### config.mk
export PLATFORM = sky130hd
export DESIGN_NAME = rpu_top
export DESIGN_NICKNAME = d
export VERILOG_FILES = /design/src/rtl/rpu_pkg.sv /design/src/rtl/rpu_region_table.sv /design/src/rtl/rpu_rights_decode.sv /design/src/rtl/rpu_top.sv
export SDC_FILE = /design/constraint.sdc
export NUM_CORES = 1
export LEC_CHECK = 0
export BUFFER_PORTS_ARGS = -buffer_cell sky130_fd_sc_hd__buf_2
export CORE_MARGIN = 5
export CORE_UTILIZATION = 35
export DETAILED_ROUTE_END_ITERATION = 7
export PLACE_DENSITY = 0.63
export SYNTH_ARGS = -nofsm -noshare
export SYNTH_HDL_FRONTEND = slang
export SYNTH_SLANG_ARGS = --single-unit
### constraint.sdc
create_clock -name clk -period 5.1 [get_ports clk]
set_input_delay 0.765 -clock clk [delete_from_list [all_inputs] [get_ports clk]]
set_output_delay 0.765 -clock clk [all_outputs]
set_load 0.1 [all_outputs]
### src/rtl/rpu_pkg.sv
package rpu_pkg;
  typedef enum logic [1:0] {
    CAUSE_NONE  = 2'd0,
    CAUSE_LOAD  = 2'd1,
    CAUSE_STORE = 2'd2,
    CAUSE_FETCH = 2'd3
  } fault_cause_e;

  typedef struct packed {
    logic data_ok;
    logic exec_ok;
  } rights_t;
endpackage

### src/rtl/rpu_region_table.sv
module rpu_region_table #(
  parameter int IDX_W      = 3,
  parameter int ATTR_W     = 4,
  parameter int RESET_ATTR = 2
) (
  input  logic              clk,
  input  logic              rst,
  input  logic              wr_en,
  input  logic [IDX_W-1:0]  wr_idx,
  input  logic [IDX_W-1:0]  wr_base,
  input  logic [ATTR_W-1:0] wr_attr,
  input  logic [IDX_W-1:0]  rd_idx,
  output logic [IDX_W-1:0]  rd_base,
  output logic [ATTR_W-1:0] rd_attr
);
  localparam int NREG = 1 << IDX_W;

  logic [IDX_W-1:0]  base_q [NREG];
  logic [ATTR_W-1:0] attr_q [NREG];

  for (genvar g = 0; g < NREG; g++) begin : g_entry
    always_ff @(posedge clk) begin
      if (rst) begin
        base_q[g] <= IDX_W'(g);
        attr_q[g] <= ATTR_W'(RESET_ATTR);
      end else if (wr_en && (wr_idx == IDX_W'(g))) begin
        base_q[g] <= wr_base;
        attr_q[g] <= wr_attr;
      end
    end
  end

  assign rd_base = base_q[rd_idx];
  assign rd_attr = attr_q[rd_idx];


  table_write_lands_chk: assert property (@(posedge clk) disable iff (rst)
    wr_en |=> (attr_q[$past(wr_idx)] == $past(wr_attr)) &&
              (base_q[$past(wr_idx)] == $past(wr_base)));
endmodule

### src/rtl/rpu_rights_decode.sv
module rpu_rights_decode #(
  parameter int ATTR_W = 4
) (
  input  logic [ATTR_W-1:0] attr,
  output rpu_pkg::rights_t  rights
);
  always_comb begin
    rights.data_ok = ((attr < ATTR_W'(6)) && (attr != ATTR_W'(3))) ||
                     (attr == ATTR_W'(14));
    rights.exec_ok = (attr >= ATTR_W'(1)) && (attr <= ATTR_W'(5));
  end
endmodule

### src/rtl/rpu_top.sv
module rpu_top #(
  parameter int ADDR_W     = 32,
  parameter int IDX_W      = 3,
  parameter int ATTR_W     = 4,
  parameter int RESET_ATTR = 2
) (
  input  logic              clk,
  input  logic              rst,
  input  logic [ADDR_W-1:0] acc_addr,
  input  logic              acc_fetch,
  input  logic              acc_write,
  input  logic              itab_wr_en,
  input  logic [IDX_W-1:0]  itab_wr_idx,
  input  logic [IDX_W-1:0]  itab_wr_base,
  input  logic [ATTR_W-1:0] itab_wr_attr,
  input  logic              dtab_wr_en,
  input  logic [IDX_W-1:0]  dtab_wr_idx,
  input  logic [IDX_W-1:0]  dtab_wr_base,
  input  logic [ATTR_W-1:0] dtab_wr_attr,
  output logic [ADDR_W-1:0] pa_out,
  output logic              fault,
  output logic [1:0]        cause
);
  import rpu_pkg::*;

  localparam int OFS_W  = ADDR_W - IDX_W;
  localparam int NTAB   = 2;
  localparam int SIDE_I = 0;
  localparam int SIDE_D = 1;

  logic              wen   [NTAB];
  logic [IDX_W-1:0]  widx  [NTAB];
  logic [IDX_W-1:0]  wbase [NTAB];
  logic [ATTR_W-1:0] wattr [NTAB];
  logic [IDX_W-1:0]  tbase [NTAB];
  logic [ATTR_W-1:0] tattr [NTAB];

  assign wen[SIDE_I]   = itab_wr_en;
  assign widx[SIDE_I]  = itab_wr_idx;
  assign wbase[SIDE_I] = itab_wr_base;
  assign wattr[SIDE_I] = itab_wr_attr;
  assign wen[SIDE_D]   = dtab_wr_en;
  assign widx[SIDE_D]  = dtab_wr_idx;
  assign wbase[SIDE_D] = dtab_wr_base;
  assign wattr[SIDE_D] = dtab_wr_attr;

  logic [IDX_W-1:0] region;
  assign region = acc_addr[ADDR_W-1:OFS_W];

  for (genvar s = 0; s < NTAB; s++) begin : g_side
    rpu_region_table #(
      .IDX_W(IDX_W), .ATTR_W(ATTR_W), .RESET_ATTR(RESET_ATTR)
    ) u_tab (
      .clk(clk), .rst(rst),
      .wr_en(wen[s]), .wr_idx(widx[s]), .wr_base(wbase[s]), .wr_attr(wattr[s]),
      .rd_idx(region), .rd_base(tbase[s]), .rd_attr(tattr[s])
    );
  end

  logic [IDX_W-1:0]  sel_base;
  logic [ATTR_W-1:0] sel_attr;
  rights_t           rights;

  assign sel_base = acc_fetch ? tbase[SIDE_I] : tbase[SIDE_D];
  assign sel_attr = acc_fetch ? tattr[SIDE_I] : tattr[SIDE_D];

  rpu_rights_decode #(.ATTR_W(ATTR_W)) u_dec (.attr(sel_attr), .rights(rights));

  fault_cause_e cause_c;
  always_comb begin
    cause_c = CAUSE_NONE;
    if (acc_fetch) begin
      if (!rights.exec_ok) cause_c = CAUSE_FETCH;
    end else if (!rights.data_ok) begin
      cause_c = acc_write ? CAUSE_STORE : CAUSE_LOAD;
    end
  end

  assign fault  = (cause_c != CAUSE_NONE);
  assign cause  = cause_c;
  assign pa_out = fault ? '0 : {sel_base, acc_addr[OFS_W-1:0]};


  fetch_cause_chk: assert property (@(posedge clk) disable iff (rst)
    (fault && acc_fetch) |-> (cause == CAUSE_FETCH));


  store_cause_chk: assert property (@(posedge clk) disable iff (rst)
    (fault && !acc_fetch && acc_write) |-> (cause == CAUSE_STORE));


  fault_zero_pa_chk: assert property (@(posedge clk) disable iff (rst)
    fault |-> (pa_out == '0));


  offset_pass_chk: assert property (@(posedge clk) disable iff (rst)
    !fault |-> (pa_out[OFS_W-1:0] == acc_addr[OFS_W-1:0]));
endmodule

; Yosys cells after proc, flatten, opt, wreduce, memory -nomap -nowiden
; Memories as Yosys holds them, arrays and structs flattened.
; Index checks and enable logic that the tools add are counted.
; Widths: inputs -> output; s select.
[classes]
magnitude_cmp = 3
eq_ne = 16
mux = 89
bitwise = 32
n_reduce_logical = 22
[ops]
columns = op, count
row1 = $mux 4, 17
row2 = $mux 3, 17
row3 = $mux 1, 50
row4 = $mux 32, 1
row5 = $or 1x1->1, 32
row6 = $eq 3x3->1 const B, 8
row7 = $logic_and 1x1->1, 18
row8 = $eq 3x2->1 const B, 4
row9 = $mux 2, 4
row10 = $eq 3x1->1 const B, 2
row11 = $logic_not 3->1, 2
row12 = $eq 4x4->1 const B, 1
row13 = $ge 4x1->1 const B, 1
row14 = $le 4x3->1 const B, 1
row15 = $lt 4x3->1 const B, 1
row16 = $ne 4x2->1 const B, 1
row17 = $reduce_bool 2->1, 1
row18 = $logic_or 1x1->1, 1
[word_totals]
register_bits = 0
ramBits = 112
output_inout_bits = 35
word_cells = 166
memories = 4
[mem_list]
columns = memory, words, word_bits, read_ports, rd_clocked_by_memory_dff, write_ports, line
row1 = g_side[0].u_tab.attr_q, 8, 4, 1, 0, 8, rpu_region_table.sv:19  ; logic [ATTR_W-1:0] attr_q [NREG];
row2 = g_side[1].u_tab.attr_q, 8, 4, 1, 0, 8, rpu_region_table.sv:19
row3 = g_side[0].u_tab.base_q, 8, 3, 1, 0, 8, rpu_region_table.sv:18  ; logic [IDX_W-1:0] base_q [NREG];
row4 = g_side[1].u_tab.base_q, 8, 3, 1, 0, 8, rpu_region_table.sv:18

; Longest topological paths before layout
; An unclocked memory read counts as a cell.
[logic_depth]
word_depth = 9
mapped_depth = 9

; Cells and area by module
; A second synthesis with hierarchy kept.
[unflattened]
cells_unflattened = 387
hier_area_um2 = 5834.3
[modules_own_cells]
columns = mod, instances, cells_per_inst, area_each_um2, seq_area_each_um2
row1 = rpu_region_table, 2, 168, 2707.6, 1681.6
row2 = rpu_top, 1, 46, 385.4, 0.0
row3 = rpu_rights_decode, 1, 5, 33.8, 0.0

; Worst setup path before layout
; No wires, ideal clock.
[synth_timing]
path_type = input port to output port
startpoint = input acc_addr[30]
endpoint = output pa_out[0]
arrival_time_ns = 3.819
slack_ns = 0.516
cell_stages = 8
path_cell_list = buf_2 clkbuf_1 mux4_2 a22oi_1 nand3_2 nor4b_2 nor4_4 nor2b_1
[synth_between]
elab_chain_len = 9
[synth_lines]
columns = element, line
row1 = from (decl), rpu_top.sv:9  ; input logic [ADDR_W-1:0] acc_addr,
row2 = $mem_v2 8x4, -
row3 = $mux 4 (*), rpu_top.sv:65  ; assign sel_attr = acc_fetch ? tattr[SIDE_I] : tattr[SIDE_D];
row4 = $lt 4x3->1 / $ne 4x2->1 (equally long branches), rpu_rights_decode.sv:8  ; rights.data_ok = ((attr < ATTR_W'(6)) && (attr != ATTR_W'(3))) ||
row5 = $logic_and 1x1->1, rpu_rights_decode.sv:8
row6 = $logic_or 1x1->1, rpu_rights_decode.sv:8
row7 = $mux 2, rpu_top.sv:74  ; end else if (!rights.data_ok) begin
row8 = $mux 2 (*), rpu_top.sv:72  ; if (acc_fetch) begin
row9 = $reduce_bool 2->1 (*), rpu_top.sv:79  ; assign fault = (cause_c != CAUSE_NONE);
row10 = $mux 32 (*), rpu_top.sv:81  ; assign pa_out = fault ? '0 : {sel_base, acc_addr[OFS_W-1:0]};
row11 = to (decl), rpu_top.sv:20  ; output logic [ADDR_W-1:0] pa_out,
; Every way passes the cells marked *; elsewhere a longest branch is shown, timed or not.

; Final worst setup path
[layout_timing]
startpoint = input acc_addr[29]
endpoint = output pa_out[15]
; The elaborated chain is that of the path after synthesis.

==> flow_summary.toml <==
[global_route]
grt_pass1_vias = 3680
grt_start_max_net_pins = 21
grt_use_total = 0.1455
grt_pass1_wl_um = 20290
grt-ovfl-total = 0
antenna_found_initial = 0

[logic_synthesis]
ys_warn_count = 0
synthDominantCellAreaShare = 0.5965
yosys_most_used_dff = "edfxtp_1"
ys_top_cells_by_area = "edfxtp_1, mux4_2, and2_1"
yosysUniqueCellTypes = 32
seq_area_frac_synth = 0.5965
ys_seq_elements = 112
syn_nets = 451
yosys.area.top_type = "edfxtp_1"
syn_area_per_cell_um2 = 14.35
syn_area_um2 = 5638
syn_inst = 393
synth_edf_count = 112
yosysMostFrequentCell = "edfxtp_1"
synthArstFlopShare = 0
synth_common_cells = "edfxtp_1, and2_1, or3_1"

[setup_path]
endpoint_kind = "primary output"
worstPathRequired_ns = 4.34
start_kind = "input port"
crit_type = "input port to primary output"
path_cells = "buf_2 -> buf_4 -> mux4_2 -> nand2_1 -> nand4_1 -> nor4b_2 -> nor4_4 -> buf_4 -> nor2b_2 -> buf_2"
arrival_ns = 3.68
max_stage_delay_ns = 0.54
crit_fanout = 20
cp_slowest_cell = "mux4_2"

[power_and_ir_drop]
power_density_nw_per_um2 = 375.2
p_int_mw = 1.611
seqPwrFrac = 0.439
swShare = 0.3517
p_clk_frac = 0.277
p_comb_frac = 0.284
power_switching_mw = 0.8742
ir_drop_v = 0.0002003
leakage_nw = 2.384

[floorplan]
die_area_um2 = 18750
die_h_um = 136.9
start_util = 0.3562
std_cell_rows = 46
die_x_um = 136.9
core_area_um2 = 15830
io_pins = 93

[clock_tree]
cts_resized = 0
cts_tree = "built"
cts_setup_buffers = 0
cts_buffer_depth = 2
clockRootBuffer = "clkbuf_16"
cts.sinks = 112
h-tree-depth = 3
cts_buffers = 9
clkTransAtPathRegs_ns = 0.07
hold_buffers = 0

[routing]
post_drt_wl_per_cell_um = 18.95
first_pass_iters = 5
vias_per_cell = 5.061
first_iter_violations = 192
drc = 0
vias = 3573
wl_um = 13380
drt.antenna.violating_nets = 0

[sta]
worstMarginPinSlew_ns = 1.326
fmax_mhz = 224.8
slew_violations = 0
hold_viol = 0
relSlewSlack = 0.1084
finalCritPeriodShare = 0.8723
fin_tns_setup_ns = 0
period_minus_slack_ns = 4.448
setup_viol = 0
rsz0062_at_grt = "no"

[outcome]
outcome = "completed"

[final_layout]
final_cells = 706
final_layout_size_suffix_gt1_frac = 0.3694
final_nets = 543
area_delta_synth_final_pct = 17.51
multi_input_area_um2 = 2152
fill_cells = 1414
diodes = 0
final-seq-area_um2 = 3363

[run]
cap_violations = 0

[worst_hold_path]
hold_path_class = "input port to flop"
min_to = "g_side[0].u_tab.attr_q[2][1]"
hold_path.startpoint = "itab_wr_attr[1]"
hold_depth = 2

[place]
port_buffers = 92
gp_congestion = 0.8011
dp.cells = 690
place_hpwl_um = 9976
[layout by cell type, fill, tap and decap left out, drive strengths merged]
| master | netlist | final |
|---|---|---|
| bufinv | 0 | 1 |
| clkbuf | 12 | 10 |
| a31o | 2 | 2 |
| a22o | 1 | 1 |
| a21oi | 2 | 2 |
| mux2i | 1 | 1 |
| a22oi | 2 | 2 |
| edfxtp | 112 | 112 |
| nor4b | 1 | 1 |
| o21ai | 9 | 9 |
| nand2b | 10 | 10 |
| and2 | 72 | 72 |
| nor2b | 35 | 35 |
| nand3 | 8 | 8 |
| a211oi | 2 | 2 |
| clkinvlp | 0 | 3 |
| buf | 7 | 100 |
| or3 | 34 | 34 |
| nand4 | 2 | 2 |
| nor3 | 5 | 5 |
| and4 | 2 | 2 |
| o31ai | 3 | 3 |
| inv | 4 | 4 |
| a21o | 1 | 1 |
| and3 | 1 | 1 |
| nand2 | 15 | 15 |
| mux4 | 31 | 31 |
| clkinv | 0 | 2 |
| nor2 | 18 | 18 |
| nor4 | 1 | 1 |
[critical path: cells and delay by family]
family	cells	cell delay, ns
buf+inv	4	1.43
mux	1	0.54
simple gates	5	0.93
[layer usage]
metal	GRT usage	vias to the layer above	share of wire
met2	0.2529	150	0.51
li1	-	1658	-
met3	0.02426	17	0.072
met5	0	-	0
met4	0.05876	0	0.018
met1	0.1802	1748	0.40
[through the flow]
step | setup WS, ns | utilization | area (um2) | hold WS (ns) | power (mW)
after floorplan | 0.5162 | - | 5638 | 0.9428 | 1.680
after global placement | 0.7197 | 0.4003 | 6336 | 1.130 | 1.813
after detailed placement | 0.5964 | 0.4003 | 6336 | 1.136 | 1.824
after CTS | 0.5894 | 0.4186 | 6625 | 0.7723 | 2.505
after global routing | 0.4064 | 0.4186 | 6625 | 0.7937 | 2.569
final | 0.6515 | 0.4186 | 6625 | 0.7780 | 2.486
[how the worst max path moves through the flow]
stage / start / end / slack, ns / depth (start not counted)
after floorplan: acc_addr[30] / pa_out[0] / 0.52 / 8
after global placement: acc_addr[29] / pa_out[3] / 0.72 / 10
after detailed placement: acc_addr[29] / pa_out[15] / 0.60 / 10
after CTS: acc_addr[29] / pa_out[15] / 0.59 / 10
after global routing: acc_addr[29] / pa_out[8] / 0.41 / 10
final: acc_addr[29] / pa_out[15] / 0.65 / 10
[state kept, by name, indices dropped and copies added (netlist names)]
signal,count
g_side.u_tab.attr_q,64
g_side.u_tab.base_q,48
[power groups by stage]
stage	Sequential [mW]	Combinational, mW	Clock, mW
floorplan	1.10	0.578	0
global placement	1.11	0.704	0
detailed placement	1.11	0.712	0
CTS	1.09	0.713	0.701
global route	1.09	0.739	0.735
finish	1.09	0.707	0.689
[cells by family after synthesis]
logic type	Yosys count	synth area share
DFF	112	0.5965
AOI/OAI and AO/OA	22	0.02841
muxes	32	0.1256
buffers and inverters	23	0.02175
and+or+nand+nor	204	0.2277
[layout make-up]
type / count / area share
inverter: 4 / 0.002266
timing repair buffer: 100 / 0.08083
clock inverter: 6 / 0.009065
tap: 216 / 0.04079
multi-input combinational: 258 / 0.3248
sequential: 112 / 0.5076
clock buffer: 10 / 0.03456
Note: power is estimated with default switching activity, not from simulation.
